==> src/rtl/uart_txaf_pkg.sv <==
package uart_txaf_pkg;

  typedef enum logic [2:0] {
    ST_IDLE  = 3'd0,
    ST_START = 3'd1,
    ST_DATA  = 3'd2,
    ST_PAR   = 3'd3,
    ST_STOP  = 3'd4
  } tx_state_e;

  localparam int TICKS_PER_BIT = 16;

  // Number of data bits for a length code.
  function automatic logic [3:0] frame_data_len(input logic [1:0] code);
    return 4'd5 + {2'b00, code};
  endfunction

  // Stop period in 16x ticks.
  function automatic logic [5:0] stop_tick_count(input logic [1:0] mode);
    case (mode)
      2'd0:    return 6'd16;
      2'd1:    return 6'd24;
      default: return 6'd32;
    endcase
  endfunction

  // Parity bit over the low len bits; odd=1 gives an odd total of ones.
  function automatic logic parity_of(input logic [7:0] d, input logic [3:0] len,
                                     input logic odd);
    logic p;
    p = odd;
    for (int i = 0; i < 8; i++) begin
      if (i < int'(len)) p = p ^ d[i];
    end
    return p;
  endfunction

endpackage

==> src/rtl/uart_txaf_buffer.sv <==
module uart_txaf_buffer #(
  parameter int DEPTH = 16,
  parameter int W     = 8
) (
  input  logic                     clk,
  input  logic                     rst_n,
  input  logic                     fifo_en,
  input  logic                     wr_en,
  input  logic [W-1:0]             wr_data,
  input  logic                     pop,
  output logic [W-1:0]             rd_data,
  output logic [$clog2(DEPTH):0]   level,
  output logic                     full,
  output logic                     empty,
  output logic                     mode_chg
);
  localparam int AW = $clog2(DEPTH);
  localparam int LW = AW + 1;

  logic [W-1:0]  mem [DEPTH];
  logic [AW-1:0] wp, rp;
  logic [LW-1:0] cnt, cap;
  logic          mode_q, push, take;

  function automatic logic [AW-1:0] ptr_next(input logic [AW-1:0] p);
    return (p == AW'(DEPTH - 1)) ? '0 : p + AW'(1);
  endfunction

  assign cap      = fifo_en ? LW'(DEPTH) : LW'(1);
  assign mode_chg = fifo_en != mode_q;
  assign full     = cnt >= cap;
  assign empty    = cnt == '0;
  assign push     = wr_en && !full && !mode_chg;
  assign take     = pop && !empty && !mode_chg;
  assign rd_data  = mem[rp];
  assign level    = cnt;

  always_ff @(posedge clk or negedge rst_n) begin
    if (!rst_n) begin
      wp     <= '0;
      rp     <= '0;
      cnt    <= '0;
      mode_q <= 1'b0;
    end else if (mode_chg) begin
      // A mode switch empties the buffer.
      wp     <= '0;
      rp     <= '0;
      cnt    <= '0;
      mode_q <= fifo_en;
    end else begin
      if (push) wp <= ptr_next(wp);
      if (take) rp <= ptr_next(rp);
      case ({push, take})
        2'b10:   cnt <= cnt + LW'(1);
        2'b01:   cnt <= cnt - LW'(1);
        default: cnt <= cnt;
      endcase
    end
  end

  always_ff @(posedge clk) begin
    if (push) mem[wp] <= wr_data;
  end

endmodule

==> src/rtl/uart_txaf_cts_gate.sv <==
module uart_txaf_cts_gate #(
  parameter int SYNC_STAGES = 2,
  parameter int HOLD        = 6
) (
  input  logic clk,
  input  logic rst_n,
  input  logic cts_n,
  output logic cts_sync_asrt,
  output logic gate_ok
);
  localparam int CW = $clog2(HOLD + 1);

  logic [SYNC_STAGES-1:0] sync_q;
  logic [CW-1:0]          cnt;

  generate
    if (SYNC_STAGES == 1) begin : g_sync_one
      always_ff @(posedge clk or negedge rst_n) begin
        if (!rst_n) sync_q <= '0;
        else        sync_q <= ~cts_n;
      end
    end else begin : g_sync_chain
      always_ff @(posedge clk or negedge rst_n) begin
        if (!rst_n) sync_q <= '0;
        else        sync_q <= {sync_q[SYNC_STAGES-2:0], ~cts_n};
      end
    end
  endgenerate

  assign cts_sync_asrt = sync_q[SYNC_STAGES-1];

  // Consecutive asserted cycles, saturating at HOLD.
  always_ff @(posedge clk or negedge rst_n) begin
    if (!rst_n)                 cnt <= '0;
    else if (!cts_sync_asrt)    cnt <= '0;
    else if (cnt != CW'(HOLD))  cnt <= cnt + CW'(1);
  end

  assign gate_ok = cnt == CW'(HOLD);

endmodule

==> src/rtl/uart_txaf_baud.sv <==
module uart_txaf_baud #(
  parameter int DIV_W = 16
) (
  input  logic             clk,
  input  logic             rst_n,
  input  logic             restart,
  input  logic [DIV_W-1:0] div,
  output logic             tick
);
  logic [DIV_W-1:0] pre, lim;

  assign lim  = (div == '0) ? '0 : div - DIV_W'(1);
  assign tick = pre == lim;

  always_ff @(posedge clk or negedge rst_n) begin
    if (!rst_n)               pre <= '0;
    else if (restart || tick) pre <= '0;
    else                      pre <= pre + DIV_W'(1);
  end

endmodule

==> src/rtl/uart_txaf_serializer.sv <==
module uart_txaf_serializer
  import uart_txaf_pkg::*;
(
  input  logic       clk,
  input  logic       rst_n,
  input  logic       tick,
  input  logic       can_start,
  input  logic [7:0] rd_data,
  input  logic [1:0] cfg_data_bits,
  input  logic       cfg_parity_en,
  input  logic       cfg_parity_odd,
  input  logic [1:0] cfg_stop_mode,
  output logic       start_evt,
  output logic       bit_end,
  output logic       busy,
  output logic       txd
);
  tx_state_e  st;
  logic [7:0] sh;
  logic [2:0] bidx;
  logic [5:0] tcnt, blen;
  logic [3:0] dlen;
  logic       par_q, txd_q;
  logic       last_data;

  assign dlen      = frame_data_len(cfg_data_bits);
  assign blen      = (st == ST_STOP) ? stop_tick_count(cfg_stop_mode) : 6'(TICKS_PER_BIT);
  assign bit_end   = (st != ST_IDLE) && tick && (tcnt == blen - 6'd1);
  assign start_evt = can_start && ((st == ST_IDLE) || ((st == ST_STOP) && bit_end));
  assign last_data = bidx == 3'(dlen - 4'd1);
  assign busy      = st != ST_IDLE;
  assign txd       = txd_q;

  always_ff @(posedge clk or negedge rst_n) begin
    if (!rst_n) begin
      st    <= ST_IDLE;
      sh    <= '0;
      bidx  <= '0;
      tcnt  <= '0;
      par_q <= 1'b0;
      txd_q <= 1'b1;
    end else if (start_evt) begin
      st    <= ST_START;
      sh    <= rd_data;
      par_q <= parity_of(rd_data, dlen, cfg_parity_odd);
      bidx  <= '0;
      tcnt  <= '0;
      txd_q <= 1'b0;
    end else if (bit_end) begin
      tcnt <= '0;
      case (st)
        ST_START: begin
          st    <= ST_DATA;
          txd_q <= sh[0];
        end
        ST_DATA: begin
          if (last_data) begin
            if (cfg_parity_en) begin
              st    <= ST_PAR;
              txd_q <= par_q;
            end else begin
              st    <= ST_STOP;
              txd_q <= 1'b1;
            end
          end else begin
            bidx  <= bidx + 3'd1;
            sh    <= {1'b0, sh[7:1]};
            txd_q <= sh[1];
          end
        end
        ST_PAR: begin
          st    <= ST_STOP;
          txd_q <= 1'b1;
        end
        default: begin
          st    <= ST_IDLE;
          txd_q <= 1'b1;
        end
      endcase
    end else if (tick && (st != ST_IDLE)) begin
      tcnt <= tcnt + 6'd1;
    end
  end

endmodule

==> src/rtl/uart_txaf_top.sv <==
module uart_txaf_top #(
  parameter int FIFO_DEPTH  = 16,
  parameter int DIV_W       = 16,
  parameter int SYNC_STAGES = 2,
  parameter int CTS_HOLD    = 6
) (
  input  logic                        clk,
  input  logic                        rst_n,
  input  logic                        cfg_fifo_en,
  input  logic [1:0]                  cfg_data_bits,
  input  logic                        cfg_parity_en,
  input  logic                        cfg_parity_odd,
  input  logic [1:0]                  cfg_stop_mode,
  input  logic                        cfg_autoflow,
  input  logic [DIV_W-1:0]            cfg_baud_div,
  input  logic                        wr_en,
  input  logic [7:0]                  wr_data,
  input  logic                        cts_n,
  output logic                        txd,
  output logic [$clog2(FIFO_DEPTH):0] fifo_level,
  output logic                        tx_empty,
  output logic                        thr_empty_irq
);
  logic [7:0] rd_data;
  logic       buf_full, buf_empty, buf_mode_chg;
  logic       cts_sync_asrt, gate_ok, can_start;
  logic       start_evt, bit_end, ser_busy, baud_tick;

  uart_txaf_buffer #(.DEPTH(FIFO_DEPTH), .W(8)) buf_i (
    .clk      (clk),
    .rst_n    (rst_n),
    .fifo_en  (cfg_fifo_en),
    .wr_en    (wr_en),
    .wr_data  (wr_data),
    .pop      (start_evt),
    .rd_data  (rd_data),
    .level    (fifo_level),
    .full     (buf_full),
    .empty    (buf_empty),
    .mode_chg (buf_mode_chg)
  );

  uart_txaf_cts_gate #(.SYNC_STAGES(SYNC_STAGES), .HOLD(CTS_HOLD)) gate_i (
    .clk           (clk),
    .rst_n         (rst_n),
    .cts_n         (cts_n),
    .cts_sync_asrt (cts_sync_asrt),
    .gate_ok       (gate_ok)
  );

  assign can_start = !buf_empty && !buf_mode_chg && (!cfg_autoflow || gate_ok);

  uart_txaf_baud #(.DIV_W(DIV_W)) baud_i (
    .clk     (clk),
    .rst_n   (rst_n),
    .restart (start_evt),
    .div     (cfg_baud_div),
    .tick    (baud_tick)
  );

  uart_txaf_serializer ser_i (
    .clk            (clk),
    .rst_n          (rst_n),
    .tick           (baud_tick),
    .can_start      (can_start),
    .rd_data        (rd_data),
    .cfg_data_bits  (cfg_data_bits),
    .cfg_parity_en  (cfg_parity_en),
    .cfg_parity_odd (cfg_parity_odd),
    .cfg_stop_mode  (cfg_stop_mode),
    .start_evt      (start_evt),
    .bit_end        (bit_end),
    .busy           (ser_busy),
    .txd            (txd)
  );

  assign tx_empty      = buf_empty && !ser_busy;
  assign thr_empty_irq = buf_empty;

endmodule

==> config.mk <==
export PLATFORM = sky130hd
export DESIGN_NAME = uart_txaf_top
export DESIGN_NICKNAME = d
export VERILOG_FILES = /design/src/rtl/uart_txaf_pkg.sv /design/src/rtl/uart_txaf_buffer.sv /design/src/rtl/uart_txaf_cts_gate.sv /design/src/rtl/uart_txaf_baud.sv /design/src/rtl/uart_txaf_serializer.sv /design/src/rtl/uart_txaf_top.sv
export SDC_FILE = /design/constraint.sdc
export NUM_CORES = 1
export LEC_CHECK = 0
export ABC_CLOCK_PERIOD_IN_PS = 8600
export BUFFER_PORTS_ARGS = -buffer_cell sky130_fd_sc_hd__buf_2
export CAP_MARGIN = 15
export CORE_MARGIN = 2
export CORE_UTILIZATION = 40
export DETAILED_ROUTE_END_ITERATION = 7
export MAX_ROUTING_LAYER = met4
export PLACE_DENSITY_LB_ADDON = 0.3
export REMOVE_ABC_BUFFERS = 1
export SLEW_MARGIN = 20
export SYNTH_ARGS = -nofsm -noshare
export SYNTH_HDL_FRONTEND = slang
export SYNTH_SLANG_ARGS = --single-unit
==> constraint.sdc <==
create_clock -name clk -period 8.6 [get_ports clk]
set_input_delay 0.86 -clock clk [delete_from_list [all_inputs] [get_ports clk]]
set_output_delay 0.86 -clock clk [all_outputs]
set_load 0.05 [all_outputs]
==> results of run 1 <==
==> worst max-delay path by stage <==
| stage | start | end | slack, ns |
|---|---|---|---|
| after CTS | cfg_baud_div[2] | buf_i.level[4]$_DFFE_PN0P_ | 3.50 |
| after global routing | cfg_baud_div[2] | buf_i.level[4]$_DFFE_PN0P_ | 3.01 |
| after global placement | cfg_baud_div[2] | buf_i.level[4]$_DFFE_PN0P_ | 3.20 |
| after floorplan | cfg_baud_div[2] | buf_i.level[4]$_DFFE_PN0P_ | 3.79 |
| final | cfg_baud_div[2] | buf_i.level[4]$_DFFE_PN0P_ | 3.45 |
| after detailed placement | cfg_baud_div[2] | buf_i.level[4]$_DFFE_PN0P_ | 3.03 |
==> cell families (layout without fill, tap and decap cells) <==
kind of cell	count (synthesis)	count (layout)	share of synthesized area
and+or+nand+nor	214	214	0.125
DFF	185	185	0.591
AOI/OAI and AO/OA	83	83	0.0659
muxes	59	59	0.115
buffers and inverters	57	111	0.0282
xor gates and xnor gates	48	48	0.0471
adders and majority gates	19	19	0.0275
==> synthesized netlist by cell type, types with 16 or more instances <==
| cell type | count |
|---|---|
| mux4_2 | 35 |
| edfxtp_1 | 128 |
| ha_1 | 18 |
| nand3_1 | 25 |
| inv_1 | 27 |
| a21oi_1 | 16 |
| nor2_1 | 69 |
| xor2_1 | 22 |
| dfrtp_1 | 56 |
| clkbuf_1 | 20 |
| mux2i_1 | 23 |
| xnor2_1 | 26 |
| nand2_1 | 31 |
==> power groups by stage <==
| stage | Sequential, mW | Clock, mW | Combinational [mW] |
|---|---|---|---|
| 3_3_place_gp | 1.01 | 0 | 0.118 |
| 6_report | 0.993 | 0.756 | 0.121 |
| 3_5_place_dp | 1.01 | 0 | 0.122 |
| 2_1_floorplan | 1.01 | 0 | 0.0715 |
| 5_1_grt | 0.997 | 0.807 | 0.136 |
| 4_1_cts | 0.993 | 0.775 | 0.122 |
==> cell type report <==
cell class                 instances  area [um2]  share of cell area
sequential                       185        5270               0.528
multi-input combinational        423        3400               0.341
clock buffer                      17         425              0.0426
tap                              280         350              0.0351
timing repair buffer              51         275              0.0276
clock inverter                    15         153              0.0153
inverter                          28         105              0.0105
==> per-layer routing <==
layer  vias up  global-route usage
met2       145               0.274
li1       2591                   -
met3        15              0.0303
met1      2789               0.224
met5         -                   -
met4         0              0.0454
==> registers in the layout, indices dropped and copies added, names as in the netlist <==
register,flops
buf_i.wp,4
buf_i.level,5
buf_i.mem,128
ser_i.par_q,1
buf_i.mode_q,1
ser_i.bidx,3
gate_i.sync_q,2
buf_i.rp,4
ser_i.sh,8
baud_i.pre,16
gate_i.cnt,3
ser_i.txd,1
ser_i.st,3
ser_i.tcnt,6
==> per-stage QoR <==
| step | area, um2 | hold slack [ns] | setup slack, ns | util | total power, mW |
|---|---|---|---|---|---|
| after global placement | 9400 | 0.351 | 3.20 | 0.430 | 1.13 |
| final | 9980 | 0.357 | 3.45 | 0.456 | 1.87 |
| after CTS | 9980 | 0.363 | 3.50 | 0.456 | 1.89 |
| after detailed placement | 9400 | 0.347 | 3.03 | 0.430 | 1.13 |
| after floorplan | 8780 | 0.331 | 3.79 | - | 1.08 |
| after global routing | 9980 | 0.370 | 3.01 | 0.456 | 1.94 |
==> worst register-to-register path, cell delays in order, from the launching register on <==
cell and delay, ns:
dfrtp_1 0.46, nor2_1 0.17, nand4b_1 0.16, ha_1 0.34, xor2_1 0.17, nand3_1 0.11, nor3_1 0.67, nor4b_2 0.43
a21oi_4 0.25, inv_2 0.22, ha_1 0.26, inv_1 0.11, fa_1 0.41, inv_1 0.09, a21o_1 0.11, a21oi_1 0.07
xnor2_1 0.13, or3_1 0.30, a21oi_1 0.14
==> reports/results.txt, run 1 <==
outcome = finished clean
switching pwr = 0.464 mW
Non-Filler Instances = 999
Slew headroom = 0.332
RSZ-0062 raised after global routing = no
vias in the first global route = 5628
Site Rows = 54
sequential share of the synthesized area = 0.591
Leak = 3.76 nW
Worst EP arrival = 5.52 ns
root buffer cell = clkbuf_16
CP cell instances = buf_2 -> or4_1 -> nor4_2 -> mux2i_1 -> nor2_1 -> a2111oi_0 -> and4b_1 -> a21oi_4 -> inv_2 -> ha_1 -> inv_1 -> fa_1 -> inv_1 -> a21o_1 -> a21oi_1 -> xnor2_1 -> or3_1 -> a21oi_1
Synth Cell Area = 8920 um2
Top Ports = 44
antenna fix cells = 0
initial detailed-routing violation count = 511
initial antenna violation count = 0
Post-Syn Area per Cell = 13.4 um2
Clock Skews = 0.0136 ns
H-tree depth = 4
worst hold path class = reg2reg
wire per inst = 18.5 um
first-pass GRT wire length = 30.4 mm
Critical Path RT = 8.96 ns
DRC = 0
clock sinks = 185
CTS tree = yes
routability cong. = 0.823
Port Buf Inserts = 43
commonest cells after routing, fill and taps aside = 128 x edfxtp_1, 69 x nor2_1, 55 x dfrtp_1
clock power share = 0.404
Slowest-stage cell, CP = or4_1
commonest non-fill, non-tap cell in the layout = edfxtp_1
Die Area = 23500 um2
Critical R2R Capture = buf_i.level[4]$_DFFE_PN0P_
post-synthesis cell count = 665
share of cells above drive strength 1 = 0.192
Hold Buf Count CTS = 0
setup bufs post-CTS = 0
Combinational Power Share = 0.065
most common flop cell mapped by yosys = edfxtp_1
final WL = 18.5 mm
worst hold start = gate_i.sync_q[0]$_DFF_PN0_
maximum vdd drop = 0.144 mV
Synth area leaders = edfxtp_1 43%, dfrtp_1 16%, mux4_2 8.8%
Max stage delay on crit path = 0.74 ns
largest net degree at the start of global routing = 58
Fin. Hold Viols = 0
Peak Freq = 194 MHz
critical path capture point type = register
met3 WL = 918 um
Worst-path clk slew = 0.07 ns
Sw Ratio = 0.248
Max Used Layer = met4
critical path type = in2reg
Crit Reg-Reg Startpoint = ser_i.st[0]$_DFFE_PN0P_
Fillers = 1945
Hold Path Stages = 0
CTS Buf Count = 17
top cell type's share of synthesized area = 0.431
Hold EP = gate_i.sync_q[1]$_DFF_PN0_
asr flop ratio synth = 0.308
drt via density = 5.55
unique cell type count in the Yosys netlist = 68
dpl cells = 967
post-DP HPWL = 12.7 mm
post-route ant nets = 0
overall routing resource usage = 0.170
Clk Latency, worst-skew pair = 0.44 ns
sequential share of power = 0.531
fin crit period = 5.15 ns
post-synth top area cell = edfxtp_1
worst-path maximum fanout = 22
Max-cap violations = 0
max-slew violations = 0
Worst setup SP type = primary input
register-to-register setup slack = 3.92 ns
drt pass-1 iters = 5
worst slew pin tran = 0.999 ns
Die Span X = 153 um
Setup TNS = 0 ns
final setup fails = 0
M1 WL = 8.13 mm
grt ovf = 0
#FFs+latches synth = 185
Die H = 153 um
Stages on worst setup path = 18
core area = 21900 um2
synth warn = 0
PostCTS Resize Cnt = 0
number of nets in the layout = 761
Initial Util = 0.408
Clock Tree Buf Depth = 2
routed wl met2 = 9.24 mm
R2R depth = 18
EDFF count, synth = 128
crit-path leading delay family = simple AND/OR/NAND/NOR gates
Tcrit/Tclk final = 0.599
PD cells = 187 nW/um2
Cell Int Power = 1.41 mW
CP bufs+invs = 4
Via Count = 5540
Layout area overhead = 11.9%
Note: power is estimated with default switching activity, not from simulation.
==> run 2, diff against run 1 <==
--- a/config.mk
+++ b/config.mk
@@ -5,7 +5,7 @@
 export SDC_FILE = /design/constraint.sdc
 export NUM_CORES = 1
 export LEC_CHECK = 0
-export ABC_CLOCK_PERIOD_IN_PS = 8600
+export ABC_CLOCK_PERIOD_IN_PS = 4300
 export BUFFER_PORTS_ARGS = -buffer_cell sky130_fd_sc_hd__buf_2
 export CAP_MARGIN = 15
 export CORE_MARGIN = 2
==> constraint.sdc (replaced) <==
create_clock -name clk -period 4.3 [get_ports clk]
set_input_delay 0.43 -clock clk [delete_from_list [all_inputs] [get_ports clk]]
set_output_delay 0.43 -clock clk [all_outputs]
set_load 0.05 [all_outputs]
==> reports/results.txt, run 2 (synthesis results as in run 1) <==
maximum vdd drop = 0.246 mV
grt ovf = 0
placement-stage cell area = 9560 um2
Slew headroom = 0.356
Fillers = 1915
routability cong. = 0.881
DRC = 0
Max-cap violations = 0
vias in the first global route = 5783
final WL = 18.6 mm
area occupied by registers = 5270 um2
largest net degree at the start of global routing = 58
commonest non-fill, non-tap cell in the layout = edfxtp_1
outcome = finished clean
core area = 21900 um2
Fin Hold WS = 0.137 ns
Tot Pwr = 3.81 mW
antenna fix cells = 0
Die Area = 23500 um2
R2R depth = 18
Hold Buf Count CTS = 0
Top Ports = 44
Die H = 153 um
max-slew violations = 0
clock sinks = 185
number of nets in the layout = 780
root buffer cell = clkbuf_16
wire per inst = 18.2 um
Fin. Hold Viols = 0
setup bufs post-CTS = 0
Clock Skews = 0.0123 ns
Biggest register = buf_i.mem
Site Rows = 54
Tcrit/Tclk final = 0.910
PD cells = 374 nW/um2
commonest cells after routing, fill and taps aside = 128 x edfxtp_1, 69 x nor2_1, 55 x dfrtp_1
max reg flops = 128
critical path capture point type = register
initial antenna violation count = 0
Layout area overhead = 14.0%
PostCTS Resize Cnt = 0
worst hold path class = in2async
RSZ-0062 raised after global routing = no
post-route ant nets = 0
Leak = 3.87 nW
H-tree depth = 4
worst slew pin tran = 0.963 ns
Clk Latency, worst-skew pair = 0.44 ns
Die Span X = 153 um
Worst setup SP type = primary input
Critical Path RT = 4.67 ns
drt pass-1 iters = 5
post-DP HPWL = 13.1 mm
final setup fails = 0
first-pass GRT wire length = 30.5 mm
fin crit period = 3.91 ns
Initial Util = 0.408
overall routing resource usage = 0.170
Via Count = 5651
Worst EP arrival = 4.28 ns
Peak Freq = 256 MHz
worst-path maximum fanout = 9
Top Registers = buf_i.mem: 128 flops, baud_i.pre: 16 flops, ser_i.sh: 8 flops
share of cells above drive strength 1 = 0.215
initial detailed-routing violation count = 370
drt via density = 5.55
CTS Buf Count = 17
Worst-path clk slew = 0.08 ns
Port Buf Inserts = 43
post-route cell area = 10200 um2
area occupied by multi-input gates = 3400 um2
CTS tree = yes
Clock Tree Buf Depth = 2
critical path type = in2reg
## run 2: worst paths after layout
kind                                       startpoint                         end  slack [ns]
setup / recovery                      cfg_baud_div[2]  buf_i.level[4]$_DFFE_PN0P_        0.39
hold reg to reg            gate_i.sync_q[0]$_DFF_PN0_  gate_i.sync_q[1]$_DFF_PN0_        0.36
setup reg to reg              ser_i.st[0]$_DFFE_PN0P_  buf_i.level[4]$_DFFE_PN0P_        0.43
hold / removal                                  rst_n    baud_i.pre[15]$_DFF_PN0_        0.14
min in group clk                                cts_n  gate_i.sync_q[0]$_DFF_PN0_        0.16
max in group asynchronous                       rst_n     buf_i.rp[0]$_DFFE_PN0P_        3.64
## run 2: critical path, cell delays in order
cell,delay (ns)
buf_2,0.11
or4_1,0.51
buf_4,0.19
nor4_2,0.38
mux2i_1,0.25
nor2_1,0.05
a2111oi_0,0.35
and4b_1,0.33
a21oi_4,0.08
inv_2,0.08
ha_1,0.19
inv_1,0.09
fa_1,0.41
inv_1,0.07
a21o_1,0.10
a21oi_1,0.07
xnor2_1,0.14
or3_1,0.32
a21oi_1,0.14
## run 2: layout make-up
cell class | count | share of cell area
Clock buffer | 17 | 0.0418
Clock inverter | 15 | 0.0187
Inverter | 28 | 0.0103
Multi-Input combinational cell | 423 | 0.334
Sequential cell | 185 | 0.518
Tap cell | 280 | 0.0344
Timing Repair Buffer | 70 | 0.0423
## run 2: power breakdown
group | switching (mW) | internal [mW] | total [mW] | leakage (nW)
sequential | 0.0464 | 1.94 | 1.99 | 1.90
combinational | 0.146 | 0.102 | 0.248 | 1.68
clock | 0.776 | 0.797 | 1.57 | 0.295
## run 2: per-stage QoR
| stage | utilization | worst slack, ns | setup TNS [ns] | std cells |
|---|---|---|---|---|
| after floorplan | - | -0.0820 | -0.0820 | 636 |
| after global placement | 0.437 | 0.103 | 0 | 986 |
| after detailed placement | 0.437 | -0.0880 | -0.0880 | 986 |
| after CTS | 0.465 | 0.403 | 0 | 1018 |
| after global routing | 0.465 | 0.0918 | 0 | 1018 |
| final | 0.465 | 0.388 | 0 | 1018 |
## run 2: metal layers
layer	vias to the layer above	GRT usage	routed length, um
met5	-	-	0
met4	0	0.0502	201
met3	19	0.0329	718
met2	123	0.277	9400
met1	2880	0.219	8230
li1	2629	-	-
